File: src/rtl/awd_pkg.sv
// Shared widths and types for the window watchdog.
package awd_pkg;
    localparam int DATA_W = 12;
    localparam int CHAN_W = 5;

    // Result of the window comparison for one sample.
    typedef struct packed {
        logic above;
        logic below;
    } win_res_t;
endpackage

File: src/rtl/awd_chan_filter.sv
// Decides whether a strobed result is watched.
// Assumes: the group and channel enables are stable around the strobe.
module awd_chan_filter #(
    parameter int CHAN_W = 5
) (
    input  logic              valid_i,
    input  logic              inj_i,
    input  logic [CHAN_W-1:0] chan_i,
    input  logic              reg_en_i,
    input  logic              inj_en_i,
    input  logic              single_i,
    input  logic [CHAN_W-1:0] sel_i,
    output logic              watch_o
);
    logic group_ok;
    logic chan_ok;

    // Group gate and channel gate combined with the strobe.
    always_comb begin
        group_ok = inj_i ? inj_en_i : reg_en_i;
        chan_ok  = !single_i || (chan_i == sel_i);
        watch_o  = valid_i && group_ok && chan_ok;
    end
endmodule

File: src/rtl/awd_window_cmp.sv
// Strict window comparison on the raw, unaligned result.
// Assumes: thresholds are given at the converter width.
module awd_window_cmp
    import awd_pkg::*;
#(
    parameter int DW = 12
) (
    input  logic [DW-1:0] data_i,
    input  logic [DW-1:0] hi_i,
    input  logic [DW-1:0] lo_i,
    output win_res_t      res_o
);
    // Strict compares: equal to a bound is inside the window.
    always_comb begin
        res_o.above = data_i > hi_i;
        res_o.below = data_i < lo_i;
    end
endmodule

File: src/rtl/awd_status.sv
// Sticky status flag with software clear; a new hit wins over a clear.
// Assumes: synchronous active-low reset.
module awd_status (
    input  logic clk,
    input  logic rst_n,
    input  logic hit_i,
    input  logic clr_i,
    input  logic irq_en_i,
    output logic flag_o,
    output logic irq_o
);
    // Flag register: set by a hit, cleared by software, else held.
    always_ff @(posedge clk) begin
        if (!rst_n)     flag_o <= 1'b0;
        else if (hit_i) flag_o <= 1'b1;
        else if (clr_i) flag_o <= 1'b0;
    end

    // Interrupt is the flag gated by the enable.
    always_comb irq_o = flag_o && irq_en_i;

    a_r7_sticky: assert property (@(posedge clk) disable iff (!rst_n)
        (flag_o && !clr_i) |=> flag_o);
    a_r8_clear: assert property (@(posedge clk) disable iff (!rst_n)
        (clr_i && !hit_i) |=> !flag_o);
endmodule

File: src/rtl/awd_window_watch.sv
// Top: filters strobed results by group and channel, compares against the
// window, and keeps a sticky flag plus interrupt.
// Assumes: one result per strobe; alignment and offsets are applied elsewhere.
module awd_window_watch
    import awd_pkg::*;
#(
    parameter int DW = DATA_W,
    parameter int CW = CHAN_W
) (
    input  logic          clk,
    input  logic          rst_n,
    input  logic          res_valid,
    input  logic [DW-1:0] res_data,
    input  logic [CW-1:0] res_chan,
    input  logic          res_inj,
    input  logic [DW-1:0] thr_hi,
    input  logic [DW-1:0] thr_lo,
    input  logic          watch_reg_en,
    input  logic          watch_inj_en,
    input  logic          single_en,
    input  logic [CW-1:0] sel_chan,
    input  logic          irq_en,
    input  logic          flag_clr,
    output logic          flag_o,
    output logic          irq_o
);
    logic     watched;
    win_res_t win;
    logic     hit;

    awd_chan_filter #(.CHAN_W(CW)) u_filter (
        .valid_i (res_valid),
        .inj_i   (res_inj),
        .chan_i  (res_chan),
        .reg_en_i(watch_reg_en),
        .inj_en_i(watch_inj_en),
        .single_i(single_en),
        .sel_i   (sel_chan),
        .watch_o (watched)
    );

    awd_window_cmp #(.DW(DW)) u_cmp (
        .data_i(res_data),
        .hi_i  (thr_hi),
        .lo_i  (thr_lo),
        .res_o (win)
    );

    // A hit is a watched result outside the window.
    always_comb hit = watched && (win.above || win.below);

    awd_status u_status (
        .clk     (clk),
        .rst_n   (rst_n),
        .hit_i   (hit),
        .clr_i   (flag_clr),
        .irq_en_i(irq_en),
        .flag_o  (flag_o),
        .irq_o   (irq_o)
    );

    a_r2_r3_hit_sets: assert property (@(posedge clk) disable iff (!rst_n)
        hit |=> flag_o);
    a_r4_no_groups: assert property (@(posedge clk) disable iff (!rst_n)
        (!watch_reg_en && !watch_inj_en && !flag_o) |=> !flag_o);
    a_r10_no_strobe: assert property (@(posedge clk) disable iff (!rst_n)
        (!res_valid && !flag_o) |=> !flag_o);
    a_r9_irq_gated: assert property (@(posedge clk) disable iff (!rst_n)
        !irq_en |-> !irq_o);
endmodule

File: config.mk
export PLATFORM = sky130hd
export DESIGN_NAME = awd_window_watch
export DESIGN_NICKNAME = d
export VERILOG_FILES = /design/src/rtl/awd_pkg.sv /design/src/rtl/awd_chan_filter.sv /design/src/rtl/awd_window_cmp.sv /design/src/rtl/awd_status.sv /design/src/rtl/awd_window_watch.sv
export SDC_FILE = /design/constraint.sdc
export NUM_CORES = 1
export LEC_CHECK = 0
export ABC_AREA = 1
export BUFFER_PORTS_ARGS = -buffer_cell sky130_fd_sc_hd__buf_2
export CAP_MARGIN = 20
export CORE_MARGIN = 5
export CORE_UTILIZATION = 44
export CTS_CLUSTER_DIAMETER = 200
export CTS_CLUSTER_SIZE = 8
export DETAILED_ROUTE_END_ITERATION = 12
export PLACE_DENSITY = 0.94
export SYNTH_ARGS = -nofsm -noshare
export SYNTH_HDL_FRONTEND = slang
export SYNTH_SLANG_ARGS = --single-unit
File: constraint.sdc
create_clock -name clk -period 2.1 [get_ports clk]
set_input_delay 0.105 -clock clk [delete_from_list [all_inputs] [get_ports clk]]
set_output_delay 0.105 -clock clk [all_outputs]
set_load 0.01 [all_outputs]
==> run_results.csv, run 1 <==
group,metric,value,unit
synthesis,synth_top_family_by_area,"adder cells",
worst_setup_path,slowest_stage,"ha_1",
final_layout,final_common_cell,"buf_2",
worst_setup_path,worstSetupPathType,"input pin to register",
floorplan,start_util,46.5,%
worst_setup_path,path_cells,"buf_2 > ha_1 > a21oi_1 > nand2_1 > nand2_1 > nand3_2 > nand2_1 > nand2_1 > nand2_1 > a21oi_2",
worst_setup_path,crit_top_cell,"nand2_1",
final_layout,reg_top3,"u_status.flag_o: 1 flops",
clocking,cts_resized,0,
clocking,clk_latency,0,ps
synthesis,synth-simple-area-share,28.8,%
floorplan,die_w,53.0,µm
timing,worst_slew_pin_slew,193,ps
detailed_routing,routed_wl,1790,µm
clocking,post_cts_buffers,0,
worst_setup_path,cp_max_fo,3,
worst_setup_path,crit_required,1990,ps
detailed_routing,drtIter0Drc,11,
worst_setup_path,crit_cells,10,
job,cap_viol_max_count,0,
timing,slew_viol_final,0,
power_and_ir_drop,peakVddDrop,0.0000856,V
floorplan,ios,57,
synthesis,synth-seq-cells,1,
final_layout,largest_register_ffs,1,
final_layout,top_register,"u_status.flag_o",
worst_setup_path,cp-start-kind,"input pin",
timing,fin_crit,1230,ps
synthesis,synth_compound_area_share,10.2,%
grt,antenna_found_initial,0,
hold_path,holdCritPathClass,"input pin to register",
synthesis,synth_xor_xnor_area_share,3.24,%
clocking,path_clk_slew,0,ps
grt,track_usage,12.5,%
synthesis,ys_seq_area_share,2.47,%
place,pre_cts_slack,859,ps
final_layout,final_cell_mix,"buf_2, inv_1, nand2_1",
detailed_routing,drt-wirelength-per-cell,8.28,µm
worst_setup_path,cp_data_arrival_time,1120,ps
worst_setup_path,end_kind,"register",
final_layout,fin_nets,271,
floorplan,core,1750,µm²
grt,grt_pass1_wl,2840,µm
grt,grt_pass1_vias,837,
synthesis,yosys-top-cells-area,"ha_1, inv_1, nand2_1",
final_layout,area_growth,38.4,%
timing,setup_viol_count_final,0,
grt,grt_max_degree,4,
synthesis,synth_adder_area_share,35.4,%
place,io_buffers,56,
outcome,outcome,"finished, final reports clean",
final_layout,n_antenna_cell,0,
timing,rsz0062_at_grt,"false",
timing,fmax,813,MHz
synthesis,synthCells,135,
synthesis,yosys_warnings,0,
worst_setup_path,r2r_cells,2,
timing,worst_slack,870,ps
detailed_routing,drc_errors,0,
synthesis,synth_area,812,µm²
worst_setup_path,cp_top_family,"simple AND/OR/NAND/NOR gates",
detailed_routing,ant_nets,0,
synthesis,avgSynthCellArea,6.02,µm²
timing,hold_violations,0,
synthesis,yosys.area.top_type,"ha_1",
synthesis,synthesis.nets,213,
synthesis,synth.distinct_cells,19,
timing,setup_tns,0,ps
detailed_routing,vias,923,
timing,slew-limit-headroom,87.0,%
place,place_hpwl,1760,µm
hold_path,hold_depth,3,
detailed_routing,viasPerCell,4.27,
power_and_ir_drop,p_leak,0.801,nW
grt,overflow,0,
floorplan,die_y,53.0,µm
final_layout,drive_gt1_share,35.1,%
synthesis,synth_top_area_share,35.4,%
power_and_ir_drop,p_per_area,183,nW/µm²
place,gp_congestion,0.689,
timing,fin_crit_sh,58.6,%
synthesis,synthMuxAreaShare,0,%
timing,finClkSkew,0,ps
floorplan,row_count,15,
detailed_routing,drt_pass1_iterations,4,
clocking,ctsHoldBuffers,0,
worst_setup_path,crit_buf_inv,1,
floorplan,die_area,2800,µm²
worst_setup_path,max_stage_delay,320,ps
## cell families (layout without fill, tap and decap cells)
family	after synthesis	count (layout)
adder cells (fa/ha/maj)	23	23
flip-flops	1	1
AND/OR/NAND/NOR	51	51
XOR/XNOR	3	3
AO/OA/AOI/OAI	14	14
buffers and inverters	43	99
## cell usage after synthesis (all sizes together)
master,count
ha,23
dfxtp,1
nor2,6
nand3,2
a21o,1
nand2,39
xnor2,3
o21a,1
nand4,4
inv,43
o21ai,2
a21oi,10
## path summary, 6_finish.rpt
check / startpoint / end / slack (ps)
setup / recovery: res_data[7] / u_status.flag_o / 870
hold / removal: rst_n / u_status.flag_o / 340
setup reg to reg: u_status.flag_o / u_status.flag_o / 1510
hold reg to reg: u_status.flag_o / u_status.flag_o / 490
## worst register-to-register path, stage by stage, from the launching register on
cell and delay (ps):
dfxtp_1 320, nand2_1 80, a21oi_2 120
## cell type report
type,count,area (µm²)
tap,25,31.3
timing repair buffer,56,280
inverter,43,161
fill,161,622
sequential,1,20.0
multi-input combinational,91,631
## routing by layer
| metal | GRT usage, % | vias to the layer above | part of all wire [%] |
|---|---|---|---|
| li1 | - | 524 | - |
| met5 | 0 | - | 0 |
| met3 | 0.563 | 0 | 6.8 |
| met2 | 27.7 | 25 | 54 |
| met1 | 13.0 | 374 | 39 |
| met4 | 0 | 0 | 0 |
## stage by stage
step / utilization [%] / total power, W / instance area, µm² / std cells / hold WS [ps]
after floorplan: - / 0.000133 / 812 / 135 / 227
after global placement: 64.4 / 0.000203 / 1120 / 216 / 332
after detailed placement: 64.4 / 0.000208 / 1120 / 216 / 335
after CTS: 64.4 / 0.000209 / 1120 / 216 / 336
after global routing: 64.4 / 0.000240 / 1120 / 216 / 345
final: 64.4 / 0.000205 / 1120 / 216 / 335
## power breakdown
group          total (W)  internal (W)  switching [W]
logic           0.000184     0.0000941      0.0000902
registers      0.0000210     0.0000204    0.000000603
clock network          0             0              0
No activity file was read; power rests on OpenSTA's default activity.
==> run 2: changes to the inputs <==
--- a/config.mk
+++ b/config.mk
@@ -5,15 +5,15 @@
 export SDC_FILE = /design/constraint.sdc
 export NUM_CORES = 1
 export LEC_CHECK = 0
-export ABC_AREA = 1
+export ABC_AREA = 0
 export BUFFER_PORTS_ARGS = -buffer_cell sky130_fd_sc_hd__buf_2
 export CAP_MARGIN = 20
 export CORE_MARGIN = 5
-export CORE_UTILIZATION = 44
+export CORE_UTILIZATION = 35
 export CTS_CLUSTER_DIAMETER = 200
 export CTS_CLUSTER_SIZE = 8
 export DETAILED_ROUTE_END_ITERATION = 12
-export PLACE_DENSITY = 0.94
+export PLACE_DENSITY = 0.85
 export SYNTH_ARGS = -nofsm -noshare
 export SYNTH_HDL_FRONTEND = slang
 export SYNTH_SLANG_ARGS = --single-unit
==> constraint.sdc (replaced) <==
create_clock -name clk -period 1.05 [get_ports clk]
set_input_delay 0.0525 -clock clk [delete_from_list [all_inputs] [get_ports clk]]
set_output_delay 0.0525 -clock clk [all_outputs]
set_load 0.01 [all_outputs]
==> run_results.csv, run 2 <==
group,metric,value,unit
outcome,outcome,"complete, but fails checks",
outcome,violations,"setup timing",
synthesis,synth-seq-cells,1,
final_layout,final_common_cell,"buf_2",
synthesis,synth_commonest_cells,"inv_1, ha_1, a21oi_1",
hold_path,hp-start,"rst_n",
grt,grt_pass1_vias,919,
worst_setup_path,r2r_cells,3,
power_and_ir_drop,p_seq_share,8.4,%
final_layout,stdcell_count,180,
floorplan,die_area,3010,µm²
floorplan,die_w,54.8,µm
detailed_routing,ant_nets,0,
grt,grt_max_degree,4,
power_and_ir_drop,combPwrFrac,91.6,%
timing,hold_violations,0,
hold_path,hold_depth,3,
final_layout,reg_top3,"u_status.flag_o: 1 flops",
timing,slew_viol_final,0,
detailed_routing,drt-wirelength-per-cell,12.6,µm
floorplan,start_util,36.2,%
worst_setup_path,slowest_stage,"ha_4",
synthesis,synthCells,94,
final_layout,top_register,"u_status.flag_o",
detailed_routing,viasPerCell,4.85,
timing,fin_crit,1310,ps
synthesis,ys_seq_area_share,2.85,%
place,io_buffers,56,
power_and_ir_drop,switching_power,0.000200,W
worst_setup_path,cp_max_fo,3,
floorplan,core,1940,µm²
final_layout,area_growth,78.5,%
final_layout,fin_nets,233,
synthesis,synthArstFlopShare,0,%
worst_setup_path,crit_required,970,ps
clocking,path_clk_slew,0,ps
synthesis,yosys.area.top_type,"ha_1",
place,pre_cts_slack,-344,ps
grt,grt_pass1_wl,3400,µm
worst_setup_path,rrSetupSlack,190,ps
detailed_routing,vias,873,
worst_setup_path,cp_data_arrival_time,1230,ps
final_layout,largest_register_ffs,1,
timing,worst_slew_pin_slew,255,ps
timing,worst_slack,-263,ps
worst_setup_path,end_kind,"register",
timing,setup_viol_count_final,1,
final_layout,n_antenna_cell,0,
detailed_routing,drt_pass1_iterations,2,
detailed_routing,routed_wl,2270,µm
synthesis,synth_most_common_cell,"inv_1",
timing,fmax,762,MHz
clocking,ctsHoldBuffers,0,
synthesis,yosys_warnings,0,
worst_setup_path,r2r-end,"u_status.flag_o",
detailed_routing,drtIter0Drc,4,
final_layout,final_cell_mix,"buf_2, inv_1, ha_1",
detailed_routing,drc_errors,0,
timing,finClkSkew,0,ps
worst_setup_path,worstSetupPathType,"input pin to register",
synthesis,synthesis.nets,172,
power_and_ir_drop,p_per_area,394,nW/µm²
timing,rsz0062_at_grt,"true",
floorplan,row_count,16,
hold_path,whs_endpoint,"u_status.flag_o",
synthesis,synth_top_area_share,40.9,%
place,place_inst,178,
power_and_ir_drop,switching_share,40.4,%
grt,track_usage,14.9,%
worst_setup_path,r2r-start,"u_status.flag_o",
synthesis,yosys-top-cells-area,"ha_1, inv_1, a21oi_1",
power_and_ir_drop,peakVddDrop,0.000250,V
final_layout,drive_gt1_share,56.2,%
worst_setup_path,max_stage_delay,270,ps
synthesis,synth_edf_count,0,
worst_setup_path,cp_top_family,"compound AO/OA/AOI/OAI gates",
floorplan,ios,57,
floorplan,die_y,54.8,µm
worst_setup_path,cp-start-kind,"input pin",
power_and_ir_drop,clock_power_share,0,%
power_and_ir_drop,p_int,0.000294,W
synthesis,synth_area,703,µm²
synthesis,synth-main-ff-cell,"dfxtp_1",
place,place_hpwl,1950,µm
hold_path,holdCritPathClass,"input pin to register",
clocking,clk_latency,0,ps
worst_setup_path,path_cells,"buf_4 > ha_4 > nand4_1 > buf_4 > a211oi_2 > o31ai_2 > a211oi_2",
grt,antenna_found_initial,0,
worst_setup_path,crit_buf_inv,2,
synthesis,avgSynthCellArea,7.48,µm²
place,gp_congestion,0.755,
timing,slew-limit-headroom,82.7,%
synthesis,synth.distinct_cells,27,
timing,fin_crit_sh,125,%
grt,overflow,0,
job,cap_viol_max_count,0,
power_and_ir_drop,p_leak,0.672,nW
-- run 2: kinds of logic (layout without fill, tap and decap cells) --
logic type	count (synthesis)	after routing	share of synthesized area, %
simple gates	19	19	14.2
fa+ha+maj	23	23	40.9
mux	1	1	1.60
buf+inv	24	83	12.8
flops	1	1	2.85
compound gates	21	21	21.4
xor+xnor	5	5	6.23
-- run 2: cell type report --
class                      instances  area [µm²]
multi-input combinational         69         729
fill                             185         687
timing repair buffer              59         369
inverter                          24         103
tap                               27        33.8
sequential                         1        20.0
-- run 2: per-stage QoR --
| step | cell area (µm²) | setup TNS (ps) | hold WS [ps] | util [%] | total power, W |
|---|---|---|---|---|---|
| 4_1_cts | 1120 | -263 | 286 | 57.6 | 0.000438 |
| 6_report | 1250 | -263 | 284 | 64.6 | 0.000494 |
| 3_3_place_gp | 1090 | -297 | 287 | 56.1 | 0.000403 |
| 5_1_grt | 1250 | -335 | 313 | 64.6 | 0.000553 |
| 3_5_place_dp | 1090 | -344 | 286 | 56.1 | 0.000422 |
| 2_1_floorplan | 767 | -69.8 | 177 | - | 0.000253 |
-- run 2: how the worst max path moves through the flow --
stage / endpoint / start / cells after the start / slack, ps
2_1_floorplan: u_status.flag_o / thr_hi[1] / 7 / -70
6_report: u_status.flag_o / res_data[10] / 7 / -260
3_5_place_dp: u_status.flag_o / thr_hi[1] / 8 / -340
4_1_cts: u_status.flag_o / thr_hi[1] / 8 / -260
3_3_place_gp: u_status.flag_o / thr_hi[1] / 8 / -300
5_1_grt: u_status.flag_o / thr_hi[9] / 8 / -330
-- run 2: power groups by stage --
stage	Combinational [W]	Sequential, W	Clock (W)
after global routing	0.000511	0.0000418	0
after detailed placement	0.000381	0.0000415	0
after global placement	0.000361	0.0000415	0
after floorplan	0.000210	0.0000421	0
after CTS	0.000397	0.0000416	0
final	0.000453	0.0000415	0
-- run 2: repair_timing --
| item | in CTS | in global routing |
|---|---|---|
| gates resized for setup | 9 | 25 |
| pin swaps | 10 | 14 |
| endpoints found under the setup margin | 1 | 1 |
| buffers inserted | 1 | 1 |
-- run 2: worst register-to-register path, delay by kind of cell (launching register included) --
family | cells | cell delay (ps)
compound gates | 2 | 270
flops | 1 | 320
simple gates | 1 | 190
-- run 2: metal layers --
metal  up-vias  track usage [%]  wire, µm
li1        446                -         -
met1       369             16.7       869
met2        50             27.8      1120
met3         8             3.00       205
met4         0             4.15        74
met5         -                0         0
